`src/rtl/bpc_pkg.sv`:
```
package bpc_pkg;
    typedef enum logic [3:0] {
        ST_IDLE, ST_SCAN_RD, ST_SCAN_EV, ST_RD, ST_EV,
        ST_SIGN, ST_DRAIN, ST_FLUSH, ST_CRST, ST_DONE
    } seq_state_e;

    typedef enum logic [1:0] {
        PASS_SP = 2'd0,
        PASS_MR = 2'd1,
        PASS_CU = 2'd2
    } pass_e;
endpackage

```
`src/rtl/bpc_ctx_map.sv`:
```
module bpc_ctx_map
    import bpc_pkg::*;
#(
    parameter int CW       = 3,
    parameter int SP_BASE  = 0,
    parameter int MR_CTX   = 3,
    parameter int CU_BASE  = 4,
    parameter int SIGN_CTX = 7
) (
    input  pass_e         pass,
    input  logic [1:0]    nbr,
    input  logic          is_sign,
    output logic [CW-1:0] ctx
);
    always_comb begin
        if (is_sign)              ctx = CW'(SIGN_CTX);
        else if (pass == PASS_MR) ctx = CW'(MR_CTX);
        else if (pass == PASS_SP) ctx = CW'(SP_BASE) + CW'(nbr);
        else                      ctx = CW'(CU_BASE) + CW'(nbr);
    end
endmodule

```
`src/rtl/bpc_pair_fifo.sv`:
```
module bpc_pair_fifo #(
    parameter int W     = 4,
    parameter int DEPTH = 4
) (
    input  logic         clk,
    input  logic         rst_n,
    input  logic         push,
    input  logic [W-1:0] din,
    input  logic         pop,
    output logic [W-1:0] dout,
    output logic         full,
    output logic         empty
);
    localparam int PTRW = (DEPTH > 1) ? $clog2(DEPTH) : 1;
    localparam int CNTW = $clog2(DEPTH + 1);

    typedef struct packed {
        logic [PTRW-1:0] wp;
        logic [PTRW-1:0] rp;
        logic [CNTW-1:0] cnt;
    } fifo_t;

    fifo_t q, d;
    logic [W-1:0] store [DEPTH];

    always_comb begin
        d = q;
        if (push) d.wp = (q.wp == PTRW'(DEPTH - 1)) ? '0 : q.wp + 1'b1;
        if (pop)  d.rp = (q.rp == PTRW'(DEPTH - 1)) ? '0 : q.rp + 1'b1;
        case ({push, pop})
            2'b10:   d.cnt = q.cnt + 1'b1;
            2'b01:   d.cnt = q.cnt - 1'b1;
            default: d.cnt = q.cnt;
        endcase
    end

    always_ff @(posedge clk or negedge rst_n) begin
        if (!rst_n) q <= '0;
        else        q <= d;
    end

    always_ff @(posedge clk) begin
        if (push) store[q.wp] <= din;
    end

    assign dout  = store[q.rp];
    assign full  = (q.cnt == CNTW'(DEPTH));
    assign empty = (q.cnt == '0);

    p_no_overflow_r9: assert property (@(posedge clk) disable iff (!rst_n)
        push |-> !full);
    p_no_underflow_r9: assert property (@(posedge clk) disable iff (!rst_n)
        pop |-> !empty);
endmodule

```
`src/rtl/bpc_pass_seq.sv`:
```
module bpc_pass_seq
    import bpc_pkg::*;
#(
    parameter int COLS     = 4,
    parameter int ROWS     = 8,
    parameter int MAG_BITS = 4,
    parameter int QDEPTH   = 4,
    parameter int CW       = 3,
    localparam int N       = ROWS * COLS,
    localparam int AW      = $clog2(N)
) (
    input  logic              clk,
    input  logic              rst_n,
    input  logic              start,
    output logic              mem_rd_en,
    output logic [AW-1:0]     mem_rd_addr,
    input  logic [MAG_BITS:0] mem_rd_data,
    output logic              cd_valid,
    input  logic              cd_ready,
    output logic [CW-1:0]     cd_ctx,
    output logic              cd_bit,
    output logic              cd_flush,
    output logic              cd_reset,
    output logic              done
);
    localparam int STRIPES = ROWS / 4;
    localparam int SBW     = (STRIPES > 1) ? $clog2(STRIPES) : 1;
    localparam int CBW     = (COLS > 1) ? $clog2(COLS) : 1;
    localparam int PW      = (MAG_BITS > 1) ? $clog2(MAG_BITS) : 1;

    typedef struct packed {
        seq_state_e          st;
        pass_e               pass;
        logic [PW-1:0]       plane;
        logic [SBW-1:0]      s;
        logic [CBW-1:0]      c;
        logic [1:0]          r;
        logic [N-1:0]        sig;
        logic [N-1:0]        coded;
        logic [MAG_BITS-1:0] orv;
    } seq_t;

    seq_t q, d;

    logic [AW-1:0]       cur_k;
    logic [1:0]          nbr;
    logic [MAG_BITS-1:0] mag;
    logic                bitv, last, step, want;
    logic                q_push, q_pop, q_full, q_empty, is_sign;
    logic [CW-1:0]       ctx;
    logic [CW:0]         q_din, q_dout;

    function automatic logic [PW-1:0] top_bit(input logic [MAG_BITS-1:0] v);
        logic [PW-1:0] res = '0;
        for (int i = 0; i < MAG_BITS; i++) if (v[i]) res = PW'(i);
        return res;
    endfunction

    assign is_sign = (q.st == ST_SIGN);

    bpc_ctx_map #(.CW(CW)) u_ctx (
        .pass(q.pass), .nbr(nbr), .is_sign(is_sign), .ctx(ctx)
    );

    bpc_pair_fifo #(.W(CW + 1), .DEPTH(QDEPTH)) u_queue (
        .clk(clk), .rst_n(rst_n), .push(q_push), .din(q_din),
        .pop(q_pop), .dout(q_dout), .full(q_full), .empty(q_empty)
    );

    assign cd_valid = !q_empty;
    assign q_pop    = cd_valid && cd_ready;
    assign cd_ctx   = q_dout[CW:1];
    assign cd_bit   = q_dout[0];

    always_comb begin
        cur_k = AW'((int'(q.s) * 4 + int'(q.r)) * COLS + int'(q.c));
        nbr   = {1'b0, ((q.s != '0) || (q.r != '0)) && q.sig[cur_k - AW'(COLS)]}
              + {1'b0, (q.c != '0) && q.sig[cur_k - AW'(1)]};
        mag   = mem_rd_data[MAG_BITS-1:0];
        bitv  = mag[q.plane];
        last  = (q.s == SBW'(STRIPES - 1)) && (q.c == CBW'(COLS - 1)) && (q.r == 2'd3);
        case (q.pass)
            PASS_SP: want = !q.sig[cur_k] && (nbr != 2'd0);
            PASS_MR: want = q.sig[cur_k] && !q.coded[cur_k];
            default: want = !q.sig[cur_k] && !q.coded[cur_k];
        endcase
    end

    always_comb begin
        d         = q;
        step      = 1'b0;
        q_push    = 1'b0;
        q_din     = {ctx, bitv};
        mem_rd_en = (q.st == ST_SCAN_RD) || (q.st == ST_RD);
        mem_rd_addr = cur_k;
        cd_flush  = (q.st == ST_FLUSH);
        cd_reset  = (q.st == ST_CRST);
        done      = (q.st == ST_DONE);

        case (q.st)
            ST_IDLE, ST_DONE: if (start) begin
                d.st    = ST_SCAN_RD;
                d.sig   = '0;
                d.coded = '0;
                d.orv   = '0;
                d.s = '0; d.c = '0; d.r = '0;
            end
            ST_SCAN_RD: d.st = ST_SCAN_EV;
            ST_SCAN_EV: begin
                d.orv = q.orv | mag;
                if (last) begin
                    d.s = '0; d.c = '0; d.r = '0;
                    if ((q.orv | mag) == '0) begin
                        d.st = ST_DRAIN;
                    end else begin
                        d.plane = top_bit(q.orv | mag);
                        d.pass  = PASS_CU;
                        d.st    = ST_RD;
                    end
                end else begin
                    d.st = ST_SCAN_RD;
                    step = 1'b1;
                end
            end
            ST_RD: d.st = ST_EV;
            ST_EV: begin
                if (!want) begin
                    step = 1'b1;
                end else if (!q_full) begin
                    q_push         = 1'b1;
                    d.coded[cur_k] = 1'b1;
                    if (q.pass != PASS_MR && bitv) begin
                        d.sig[cur_k] = 1'b1;
                        d.st         = ST_SIGN;
                    end else begin
                        step = 1'b1;
                    end
                end
            end
            ST_SIGN: if (!q_full) begin
                q_push = 1'b1;
                q_din  = {ctx, mem_rd_data[MAG_BITS]};
                step   = 1'b1;
            end
            ST_DRAIN: if (q_empty) d.st = ST_FLUSH;
            ST_FLUSH: if (cd_ready) d.st = ST_CRST;
            ST_CRST:  d.st = ST_DONE;
            default:  d.st = ST_IDLE;
        endcase

        if (step && q.st != ST_SCAN_EV) begin
            d.st = ST_RD;
            if (last) begin
                d.s = '0; d.c = '0; d.r = '0;
                case (q.pass)
                    PASS_SP: d.pass = PASS_MR;
                    PASS_MR: d.pass = PASS_CU;
                    default: begin
                        if (q.plane == '0) begin
                            d.st = ST_DRAIN;
                        end else begin
                            d.plane = q.plane - 1'b1;
                            d.pass  = PASS_SP;
                            d.coded = '0;
                        end
                    end
                endcase
            end
        end
        if (step && !last) begin
            d.r = q.r + 2'd1;
            if (q.r == 2'd3) begin
                if (q.c == CBW'(COLS - 1)) begin
                    d.c = '0;
                    d.s = q.s + 1'b1;
                end else begin
                    d.c = q.c + 1'b1;
                end
            end
        end
    end

    always_ff @(posedge clk or negedge rst_n) begin
        if (!rst_n) begin
            q      <= '0;
            q.st   <= ST_IDLE;
            q.pass <= PASS_CU;
        end else begin
            q <= d;
        end
    end

    p_flush_quiet_r10: assert property (@(posedge clk) disable iff (!rst_n)
        cd_flush |-> !cd_valid);
    p_reset_after_flush_r10: assert property (@(posedge clk) disable iff (!rst_n)
        (cd_flush && cd_ready) |=> cd_reset);
    p_reset_pulse_r10: assert property (@(posedge clk) disable iff (!rst_n)
        cd_reset |=> (!cd_reset && done));
    p_hold_pair_r9: assert property (@(posedge clk) disable iff (!rst_n)
        (cd_valid && !cd_ready) |=> (cd_valid && $stable(cd_ctx) && $stable(cd_bit)));
    p_sign_follows_one_r8: assert property (@(posedge clk) disable iff (!rst_n)
        $rose(is_sign) |-> $past(q_push) && $past(q_din[0]));
    p_no_read_when_done_r12: assert property (@(posedge clk) disable iff (!rst_n)
        done |-> !mem_rd_en && !cd_valid);
endmodule

```
`config.mk`:
```
export PLATFORM = sky130hd
export DESIGN_NAME = bpc_pass_seq
export DESIGN_NICKNAME = d
export VERILOG_FILES = /design/src/rtl/bpc_pkg.sv /design/src/rtl/bpc_ctx_map.sv /design/src/rtl/bpc_pair_fifo.sv /design/src/rtl/bpc_pass_seq.sv
export SDC_FILE = /design/constraint.sdc
export NUM_CORES = 1
export LEC_CHECK = 0
export ABC_CLOCK_PERIOD_IN_PS = 15150
export BUFFER_PORTS_ARGS = -buffer_cell sky130_fd_sc_hd__buf_4
export CELL_PAD_IN_SITES_DETAIL_PLACEMENT = 2
export CELL_PAD_IN_SITES_GLOBAL_PLACEMENT = 2
export CORE_MARGIN = 2
export CORE_UTILIZATION = 45
export DETAILED_ROUTE_END_ITERATION = 10
export PLACE_DENSITY_LB_ADDON = 0.3
export SLEW_MARGIN = 15
export SYNTH_ARGS = -nofsm -noshare
export SYNTH_HDL_FRONTEND = slang
export SYNTH_SLANG_ARGS = --single-unit
```
`constraint.sdc`:
```
create_clock -name clk -period 15.15 [get_ports clk]
set_clock_uncertainty 0.1 [all_clocks]
set_input_delay 3.03 -clock clk [delete_from_list [all_inputs] [get_ports clk]]
set_output_delay 3.03 -clock clk [all_outputs]
set_load 0.03 [all_outputs]
```
# After elaboration in Yosys (flattened, before gate mapping)
# Memory sizes are Yosys's and may differ from the RTL's.
# Index checks and enable logic that the tools add are counted.
classes:
  add_sub_neg: 14
  multipliers: 0
  div: 0
  magnitude_cmp: 5
  n_eq_ne: 30
  shifts: 0
  mux: 68
  n_bitwise: 3
  n_reduce_logical: 34
op_table:
  columns: ["operator", "count"]
  rows:
  - ["32-bit 2-to-1 mux", 5]
  - ["64-bit 2-to-1 mux", 2]
  - ["64-bit one-hot mux with 2 select lines", 1]
  - ["73-bit 2-to-1 mux", 1]
  - ["32-bit bitwise OR", 2]
  - ["4-bit 2-to-1 mux", 10]
  - ["4-bit one-hot mux with 9 select lines", 1]
  - ["13-bit 2-to-1 mux", 2]
  - ["3-bit 2-to-1 mux", 7]
  - ["1-bit binary-select mux with 5-bit select", 4]
  - ["5-bit by 6-bit < comparator with 1-bit output, second input constant", 3]
  - ["1-bit 2-to-1 mux", 18]
  - ["4-bit by 3-bit equality test with 1-bit output, second input constant", 4]
  - ["3-bit != test, second input constant", 5]
  - ["1-bit logical AND", 12]
  - ["2-bit 2-to-1 mux", 6]
  - ["2-bit nonzero test", 6]
  - ["2-bit equality test, second input constant", 5]
  - ["5-bit one-hot mux with 2 select lines", 1]
  - ["9-bit 2-to-1 mux", 1]
  - ["2-bit by 1-bit adder with 2-bit output, second input constant", 4]
  - ["4-bit by 2-bit equality test with 1-bit output, second input constant", 2]
  - ["4-bit equality test, second input constant", 2]
  - ["4-bit logical NOT", 2]
  - ["36 further kinds", 48]
word_totals:
  ff_bits: 88
  latchBits: 0
  ram_bits: 16
  rom_bits: 0
  inputBits: 9
  output_inout_bits: 14
  word_cells: 167
  mem_count: 1
mem_list:
  columns: ["memory", "depth", "width", "read_ports", "rd_ports_with_merged_regs", "write_ports", "line_no", "text"]
  rows:
  - ["u_queue.store", 4, 4, 1, 0, 1, "bpc_pair_fifo.sv:24", "logic [W-1:0] store [DEPTH];"]

# Depth between registers and ports, before layout
# Gate-level depths: netlist of the first run.
depth:
  ltp_word: 17
  ltp_mapped: 21
  mapped_depth_nobuf: 17

# By module
# From an unflattened synthesis of the first run, not the netlist that was laid out.
hier_totals:
  cells_unflattened: 551
  area_unflattened_um2: 6132.1
modules_own_cells:
  columns: ["mod", "n_inst", "cells_each", "area_each_um2", "seq_area_each_um2"]
  rows:
  - ["bpc_pass_seq", 1, 488, 5104.9, 2028.2]
  - ["bpc_pair_fifo", 1, 59, 1002.2, 655.6]
  - ["bpc_ctx_map", 1, 4, 25.0, 0.0]

# Worst setup path after synthesis of the first run
# No wires, ideal clock.
synth_path:
  kind: "flip-flop to output port"
  startpoint: "register q[77] (netlist bit)"
  endpoint: "output mem_rd_en"
  arrival_ns: 1.690
  t_required_ns: 12.020
  path_slack_ns: 10.330
  path_stages_with_launch: 4
  n_path_buf: 2
  path_cell_list: "dfrtp_1 > buf_1 > clkbuf_1 > nor3b_1"
synth_via:
  elab_chain_len: 2
  elab_cells_between_ends: 3
  classes_between: "2 x eq/ne; 1 x reduce/logical"
synth_lines:
  columns: ["element", "line_no", "text"]
  rows:
  - ["start, declared", "bpc_pass_seq.sv:43", "seq_t q, d;"]
  - ["4-bit by 1-bit equality test with 1-bit output or 4-bit by 2-bit equality test with 1-bit output (tied branches)", "bpc_pass_seq.sv:94", "mem_rd_en = (q.st == ST_SCAN_RD) || (q.st == ST_RD);"]
  - ["1-bit logical OR (*)", "bpc_pass_seq.sv:94", null]
  - ["end, declared", "bpc_pass_seq.sv:15", "output logic mem_rd_en,"]
# Every way passes the cells marked *; elsewhere a longest branch is shown, timed or not.

# Worst setup path in the final report of the first run
layout_path:
  startpoint: "register q[71] (netlist bit)"
  endpoint: "register u_queue.q[2] (netlist bit)"
layout_via:
  elab_chain_len: 13
  elab_cells_between_ends: 28
  classes_between: "4 x add/sub; 2 x eq/ne; 12 x mux; 10 x reduce/logical"
layout_lines:
  columns: ["element", "line_no", "text"]
  rows:
  - ["5-bit by 2-bit adder with 5-bit output", "bpc_pass_seq.sv:76", "cur_k = AW'((int'(q.s) * 4 + int'(q.r)) * COLS + int'(q.c));"]
  - ["5-bit by 3-bit subtractor with 5-bit output or 5-bit by 1-bit subtractor with 5-bit output (tied branches)", "bpc_pass_seq.sv:77, bpc_pass_seq.sv:78", null]
  - ["1-bit binary-select mux with 5-bit select (on tied branches)", "bpc_pass_seq.sv:77, bpc_pass_seq.sv:78", null]
  - ["1-bit 2-to-1 mux (on tied branches)", "bpc_pass_seq.sv:77, bpc_pass_seq.sv:78", null]
  - ["1-bit logical AND (on tied branches)", "bpc_pass_seq.sv:77, bpc_pass_seq.sv:78", null]
  - ["1-bit by 1-bit adder with 2-bit output", "bpc_pass_seq.sv:78", "+ {1'b0, (q.c != '0) && q.sig[cur_k - AW'(1)]};"]
  - ["2-bit nonzero test", "bpc_pass_seq.sv:83", "PASS_SP: want = !q.sig[cur_k] && (nbr != 2'd0);"]
  - ["1-bit logical AND", "bpc_pass_seq.sv:83", null]
  - ["1-bit one-hot mux with 2 select lines (*)", "bpc_pass_seq.sv:82", "case (q.pass)"]
  - ["1-bit 2-to-1 mux (*)", "bpc_pass_seq.sv:127", "if (!want) begin"]
  - ["1-bit one-hot mux with 2 select lines (*)", "bpc_pass_seq.sv:100", "case (q.st)"]
  - ["2-bit by 1-bit equality test with 1-bit output or 2-bit equality test (tied branches)", "bpc_pair_fifo.sv:30", "case ({push, pop})"]
  - ["3-bit one-hot mux with 2 select lines or 2-bit nonzero test (tied branches)", null, null]
  - ["end signal, assigned", "bpc_pair_fifo.sv:38", "if (!rst_n) q <= '0;"]
  - ["end signal, assigned", "bpc_pair_fifo.sv:39", "else q <= d;"]
  - ["end, declared", "bpc_pair_fifo.sv:23", "fifo_t q, d;"]
# Every way passes the cells marked *; elsewhere a longest branch is shown, timed or not. The select of a mux whose other input is x is not followed.
# A chain may end at the register's enable or synchronous reset.

==> impl_metrics.py, run 1 <==
metrics = {
    "clocking": {
        "cts_tree": "yes",
        "post_cts_buffers": 0,
        "numCtsBuffers": 9,
        "clock_latency_ns": 0.37,
        "cts.sinks": 104,
        "cts_root_buf": "clkbuf_16",
        "htree_levels": 3,
        "ctsResizeCount": 0,
        "clock_path_buffers": 2,
        "ctsHoldBuffers": 0,
        "clk_pin_slew_ns": 0.07,
    },
    "synthesis": {
        "ys_ff_latch": 104,
        "synth_area_leaders": "dfrtp_1, mux4_2, edfxtp_1, mux2i_1, a32oi_1",
        "dominantRegCellSynth": "dfrtp_1",
        "syn_inst": 569,
        "yosysWarnings": 0,
        "yosys.area.top_type": "dfrtp_1",
        "syn-num-nets": 594,
        "synth_area_um2": 5958,
        "synth_top_area_share_pct": 36.54,
        "synth_edf_count": 16,
        "avgSynthCellArea_um2": 10.47,
        "synth_cell_types": 65,
        "synthArstFlopShare_pct": 84.62,
        "ys_seq_area_share_pct": 45.04,
    },
    "sta": {
        "hold_viol_final": 0,
        "worstMarginPinSlew_ns": 1.011,
        "slew_headroom_pct": 32.62,
        "min_period_ns": 6.120,
        "tns_ns": 0,
        "max_clock_freq_mhz": 163.4,
        "timing.hold.ws_ns": 0.4184,
        "setup_ws_ns": 9.030,
        "setup_viol": 0,
        "rsz0062_at_grt": "no",
        "finalMaxSlewViolations": 0,
        "period_share_pct": 40.40,
    },
    "worst_setup_path": {
        "criticalPathCategory": "register to register",
        "startpoint_type": "register",
        "required_ns": 15.34,
        "crit_arrival_ns": 6.31,
        "end_kind": "register",
        "rrSetupSlack_ns": 9.03,
        "cp_max_fo": 38,
    },
    "pwr": {
        "power_switching_uw": 506.1,
        "p_seq_share_pct": 36.1,
        "p_int_uw": 645.4,
        "clock_power_share_pct": 20.9,
        "p_leak_uw": 0.002649,
        "peakVddDrop_mv": 0.07732,
        "cellPowerDensity_nw_per_um2": 178.0,
        "switching_share_pct": 43.95,
        "power_frac_comb_pct": 43.0,
    },
    "flow_run": {
        "max_cap_viol_count": 0,
    },
    "layout": {
        "final_cell_mix": "dfrtp_1, nand2_1, nor2_1, o21ai_0, a32oi_1",
        "diodes": 0,
        "syn2layout_area_growth_pct": 8.589,
        "fin_util_pct": 49.45,
        "nets": 586,
        "final_common_cell": "dfrtp_1",
        "drive_gt1_share_pct": 15.02,
    },
    "die": {
        "start_util_pct": 45.53,
        "io_pins": 23,
        "core_um2": 13090,
        "die-width_um": 119.1,
        "dieArea_um2": 14180,
        "rows": 42,
        "fp.dieH_um": 119.1,
    },
    "detailed_routing": {
        "drt_iter0_markers": 179,
        "vias": 4571,
        "wl_mm": 17.59,
        "ant_nets": 0,
        "wl_per_cell_um": 23.70,
        "drc": 0,
        "viasPerCell": 6.160,
        "drt-pass1-iter-count": 4,
    },
    "global_routing": {
        "grt_pass1_vias": 5033,
        "grt_first_pass_wirelength_mm": 28.52,
        "grt_start_max_net_pins": 71,
        "grt-ovfl-total": 0,
        "gr-usage-all-layers_pct": 26.18,
        "antenna_found_initial": 0,
    },
    "placement": {
        "gp_congestion": 0.8573,
        "place_ws_ns": 9.035,
        "place_hpwl_mm": 12.02,
        "portBuffers": 22,
    },
    "outcome": {
        "status": "complete, no violations",
    },
    "worst_hold_path": {
        "hold_class": "register to register",
    },
}
-- cells in the mapped netlist (4+ instances only) --
cell,number
nor4_1,4
a21oi_1,13
mux4_2,22
edfxtp_1,16
xnor2_1,4
mux2_2,5
nor2b_1,9
mux2i_1,31
buf_2,13
nand2_1,63
nor3b_1,4
clkbuf_1,21
o22ai_1,5
nor2_1,56
nand2b_1,8
inv_1,13
nand3_1,17
ha_1,15
dfrtp_1,87
buf_4,6
nor3_1,12
o21ai_0,39
a32oi_1,32
-- flip-flops by register name, indices dropped and copies added (netlist names) --
signal and count:
q 81, u_queue.store 16, u_queue.q 7
-- metrics by stage --
| step | instances | cell area, um2 | total power [uW] |
|---|---|---|---|
| 2_1_floorplan | 569 | 5958 | 769.8 |
| 5_1_grt | 742 | 6470 | 1222 |
| 6_report | 742 | 6470 | 1152 |
| 3_5_place_dp | 725 | 6152 | 912.7 |
| 3_3_place_gp | 725 | 6152 | 877.8 |
| 4_1_cts | 741 | 6455 | 1162 |
-- logic make-up (layout without fill, tap and decap cells) --
kind of cell	count (synthesis)	after routing	share of synthesized area, %
flip-flops	104	104	45.04
adder cells (fa/ha/maj)	16	16	3.486
XOR/XNOR	7	7	1.029
buffers and inverters	61	58	4.872
multiplexers	60	60	14.97
AO/OA/AOI/OAI	128	128	15.58
AND/OR/NAND/NOR	193	193	15.01
-- area by class of cell --
class	instances	area (um2)
clock buffer	9	225.2
clock inverter	7	77.57
fill	1308	6615
sequential	104	2685
inverter	15	56.30
timing repair buffer	27	210.2
multi-input combinational	404	2995
tap	176	220.2
-- critical path: stages (launching register included) --
cell      delay, ns
dfrtp_2        1.03
inv_1          0.19
ha_1           0.59
mux4_2         0.56
mux4_2         0.47
mux2i_1        0.17
or2_2          0.16
ha_1           0.14
nor3_1         0.05
o211ai_1       0.39
a21oi_4        0.34
nor2b_1        0.59
ha_1           0.29
inv_1          0.07
fa_1           0.37
xor2_1         0.16
nor2_1         0.18
xor2_1         0.17
-- power groups by stage --
| stage | registers, uW | clock network, uW | logic (uW) |
|---|---|---|---|
| 2_1_floorplan | 357 | 0 | 412 |
| 3_3_place_gp | 413 | 0 | 464 |
| 3_5_place_dp | 419 | 0 | 494 |
| 4_1_cts | 415 | 247 | 499 |
| 5_1_grt | 424 | 257 | 541 |
| 6_report | 415 | 241 | 495 |
-- worst paths after layout --
path,cells after the start,start,to
min in group asynchronous,1,rst_n,q[0]$_DFFE_PN0P_
max reg2reg,17,q[71]$_DFF_PN0_,u_queue.q[2]$_DFFE_PN0P_
max in group asynchronous,2,rst_n,q[50]$_DFFE_PN0P_
min,2,q[26]$_DFF_PN0_,q[26]$_DFF_PN0_
max,17,q[71]$_DFF_PN0_,u_queue.q[2]$_DFFE_PN0P_
min reg2reg,2,q[26]$_DFF_PN0_,q[26]$_DFF_PN0_
-- per-layer routing --
layer | up-vias | wire, um | track usage (%)
met3 | 20 | 558 | 5.125
met4 | 0 | 272 | 7.738
met5 | - | 0 | 0
met2 | 83 | 9228 | 44.79
li1 | 2071 | - | -
met1 | 2397 | 7526 | 33.70
(Power assumes the default switching activity.)
==> run 2: changes to the inputs <==
--- a/config.mk
+++ b/config.mk
@@ -5,12 +5,12 @@
 export SDC_FILE = /design/constraint.sdc
 export NUM_CORES = 1
 export LEC_CHECK = 0
-export ABC_CLOCK_PERIOD_IN_PS = 15150
+export ABC_CLOCK_PERIOD_IN_PS = 5700
 export BUFFER_PORTS_ARGS = -buffer_cell sky130_fd_sc_hd__buf_4
 export CELL_PAD_IN_SITES_DETAIL_PLACEMENT = 2
 export CELL_PAD_IN_SITES_GLOBAL_PLACEMENT = 2
 export CORE_MARGIN = 2
-export CORE_UTILIZATION = 45
+export CORE_UTILIZATION = 41
 export DETAILED_ROUTE_END_ITERATION = 10
 export PLACE_DENSITY_LB_ADDON = 0.3
 export SLEW_MARGIN = 15
==> constraint.sdc (replaced) <==
create_clock -name clk -period 5.7 [get_ports clk]
set_clock_uncertainty 0.1 [all_clocks]
set_input_delay 1.14 -clock clk [delete_from_list [all_inputs] [get_ports clk]]
set_output_delay 1.14 -clock clk [all_outputs]
set_load 0.03 [all_outputs]
==> impl_metrics.py, run 2 (same netlist as run 1, synthesis figures left out) <==
metrics = {
    "layout": {
        "nets": 590,
        "drive_gt1_share_pct": 15.61,
        "diodes": 0,
        "reg.largest.list": "q (81), u_queue.store (16), u_queue.q (7)",
        "syn2layout_area_growth_pct": 9.555,
        "final_common_cell": "dfrtp_1",
        "final_cell_mix": "dfrtp_1, nand2_1, nor2_1, o21ai_0, a32oi_1",
        "fillers": 1519,
        "regMostFlops": "q",
        "largest_register_ffs": 81,
    },
    "placement": {
        "gp_congestion": 0.8232,
        "portBuffers": 22,
        "place_hpwl_mm": 12.56,
        "place_ws_ns": 0.4346,
    },
    "sta": {
        "worstMarginPinSlew_ns": 0.7316,
        "max_clock_freq_mhz": 185.8,
        "slew_headroom_pct": 51.22,
        "finalMaxSlewViolations": 0,
        "hold_viol_final": 0,
        "tns_ns": 0,
        "rsz0062_at_grt": "no",
        "setup_ws_ns": 0.3189,
        "min_period_ns": 5.381,
        "period_share_pct": 94.41,
        "setup_viol": 0,
    },
    "detailed_routing": {
        "wl_per_cell_um": 24.50,
        "drt-pass1-iter-count": 4,
        "wl_mm": 18.48,
        "drt_iter0_markers": 230,
        "ant_nets": 0,
        "viasPerCell": 6.237,
        "vias": 4703,
        "drc": 0,
    },
    "global_routing": {
        "antenna_found_initial": 0,
        "grt_start_max_net_pins": 71,
        "grt_pass1_vias": 5264,
        "grt_first_pass_wirelength_mm": 30.15,
        "grt-ovfl-total": 0,
        "gr-usage-all-layers_pct": 24.68,
    },
    "clocking": {
        "clk_pin_slew_ns": 0.07,
        "ctsResizeCount": 0,
        "clock_path_buffers": 2,
        "cts_tree": "yes",
        "cts_root_buf": "clkbuf_16",
        "htree_levels": 3,
        "clock_latency_ns": 0.36,
        "post_cts_buffers": 0,
        "numCtsBuffers": 9,
        "ctsHoldBuffers": 0,
        "cts.sinks": 104,
    },
    "worst_hold_path": {
        "hp-start": "q[5]$_DFF_PN0_",
        "hold_class": "register to register",
    },
    "pwr": {
        "peakVddDrop_mv": 0.2127,
        "p_leak_uw": 0.002679,
        "clock_power_share_pct": 21.8,
        "power_switching_uw": 1385,
        "power_frac_comb_pct": 46.0,
        "switching_share_pct": 43.89,
        "p_seq_share_pct": 32.2,
        "p_int_uw": 1771,
        "cellPowerDensity_nw_per_um2": 483.4,
    },
    "die": {
        "fp.dieH_um": 124.6,
        "start_util_pct": 41.47,
        "die-width_um": 124.6,
        "core_um2": 14370,
        "rows": 44,
        "dieArea_um2": 15510,
        "io_pins": 23,
    },
    "worst_setup_path": {
        "required_ns": 5.87,
        "cp_max_fo": 9,
        "crit_top_cell": "ha_1",
        "end_kind": "register",
        "cp_top_family": "adder cells",
        "crit_arrival_ns": 5.55,
        "startpoint_type": "register",
        "worst_path_max_delay_cell": "ha_1",
        "max_stage_delay_ns": 0.69,
        "crit_buf_inv": 2,
        "criticalPathCategory": "register to register",
        "critPathLaunch": "q[70]$_DFF_PN0_",
        "crit_chain": "clkinv_1 > ha_1 > mux4_2 > mux4_2 > mux2i_1 > or2_2 > ha_1 > nor3_1 > o211ai_1 > a21oi_4 > nor2b_1 > ha_1 > inv_1 > fa_1 > xor2_1 > nor2_1 > xor2_1",
        "r2r_start": "q[70]$_DFF_PN0_",
    },
    "outcome": {
        "status": "complete, no violations",
    },
    "flow_run": {
        "max_cap_viol_count": 0,
    },
}
## run 2: final timing paths
| path | end | slack, ns | cells past startpoint |
|---|---|---|---|
| setup / recovery | u_queue.q[2]$_DFFE_PN0P_ | 0.32 | 17 |
| min in group asynchronous | q[2]$_DFFE_PN0P_ | 0.64 | 1 |
| max in group asynchronous | q[71]$_DFF_PN0_ | 3.70 | 2 |
| hold / removal | q[5]$_DFF_PN0_ | 0.41 | 2 |
| hold reg to reg | q[5]$_DFF_PN0_ | 0.41 | 2 |
| setup reg to reg | u_queue.q[2]$_DFFE_PN0P_ | 0.32 | 17 |
## run 2: per-layer routing
metal  part of all wire [%]  vias to the layer above  GRT usage [%]
met2                     52                      106          43.30
met3                    3.3                       29          3.093
li1                       -                     2093              -
met4                    2.0                        0          8.790
met5                      0                        -              0
met1                     43                     2475          31.40
## run 2: tightest hold or removal path, cell delays in order (launching register included)
cell and delay (ns):
dfrtp_1 0.34, a32oi_1 0.06, nor2_1 0.08
## run 2: final cells by class
type	count	area (um2)	area share [%]
multi-input cells	404	2995	45.89
clock inverters	7	95.09	1.457
inverters	15	56.30	0.8626
well taps	184	230.2	3.527
flip-flops and latches	104	2685	41.13
repair buffers	31	240.2	3.680
clock buffers	9	225.2	3.450
## run 2: stage by stage
step                std cells  util (%)  area [um2]  hold WS, ns  total power [uW]
floorplan                 569         -        5958       0.3638              2046
global placement          737     43.09        6192       0.3804              2381
detailed placement        737     43.09        6192       0.3993              2467
CTS                       753     45.32        6513       0.4180              3164
global route              754     45.43        6528       0.4575              3326
finish                    754     45.43        6528       0.4140              3156
## run 2: power groups by stage
stage / clock network (uW) / logic, uW / registers (uW)
after floorplan: 0 / 1100 / 950
after global placement: 0 / 1370 / 1010
after detailed placement: 0 / 1440 / 1030
after CTS: 695 / 1450 / 1010
after global routing: 725 / 1570 / 1040
final: 688 / 1450 / 1020
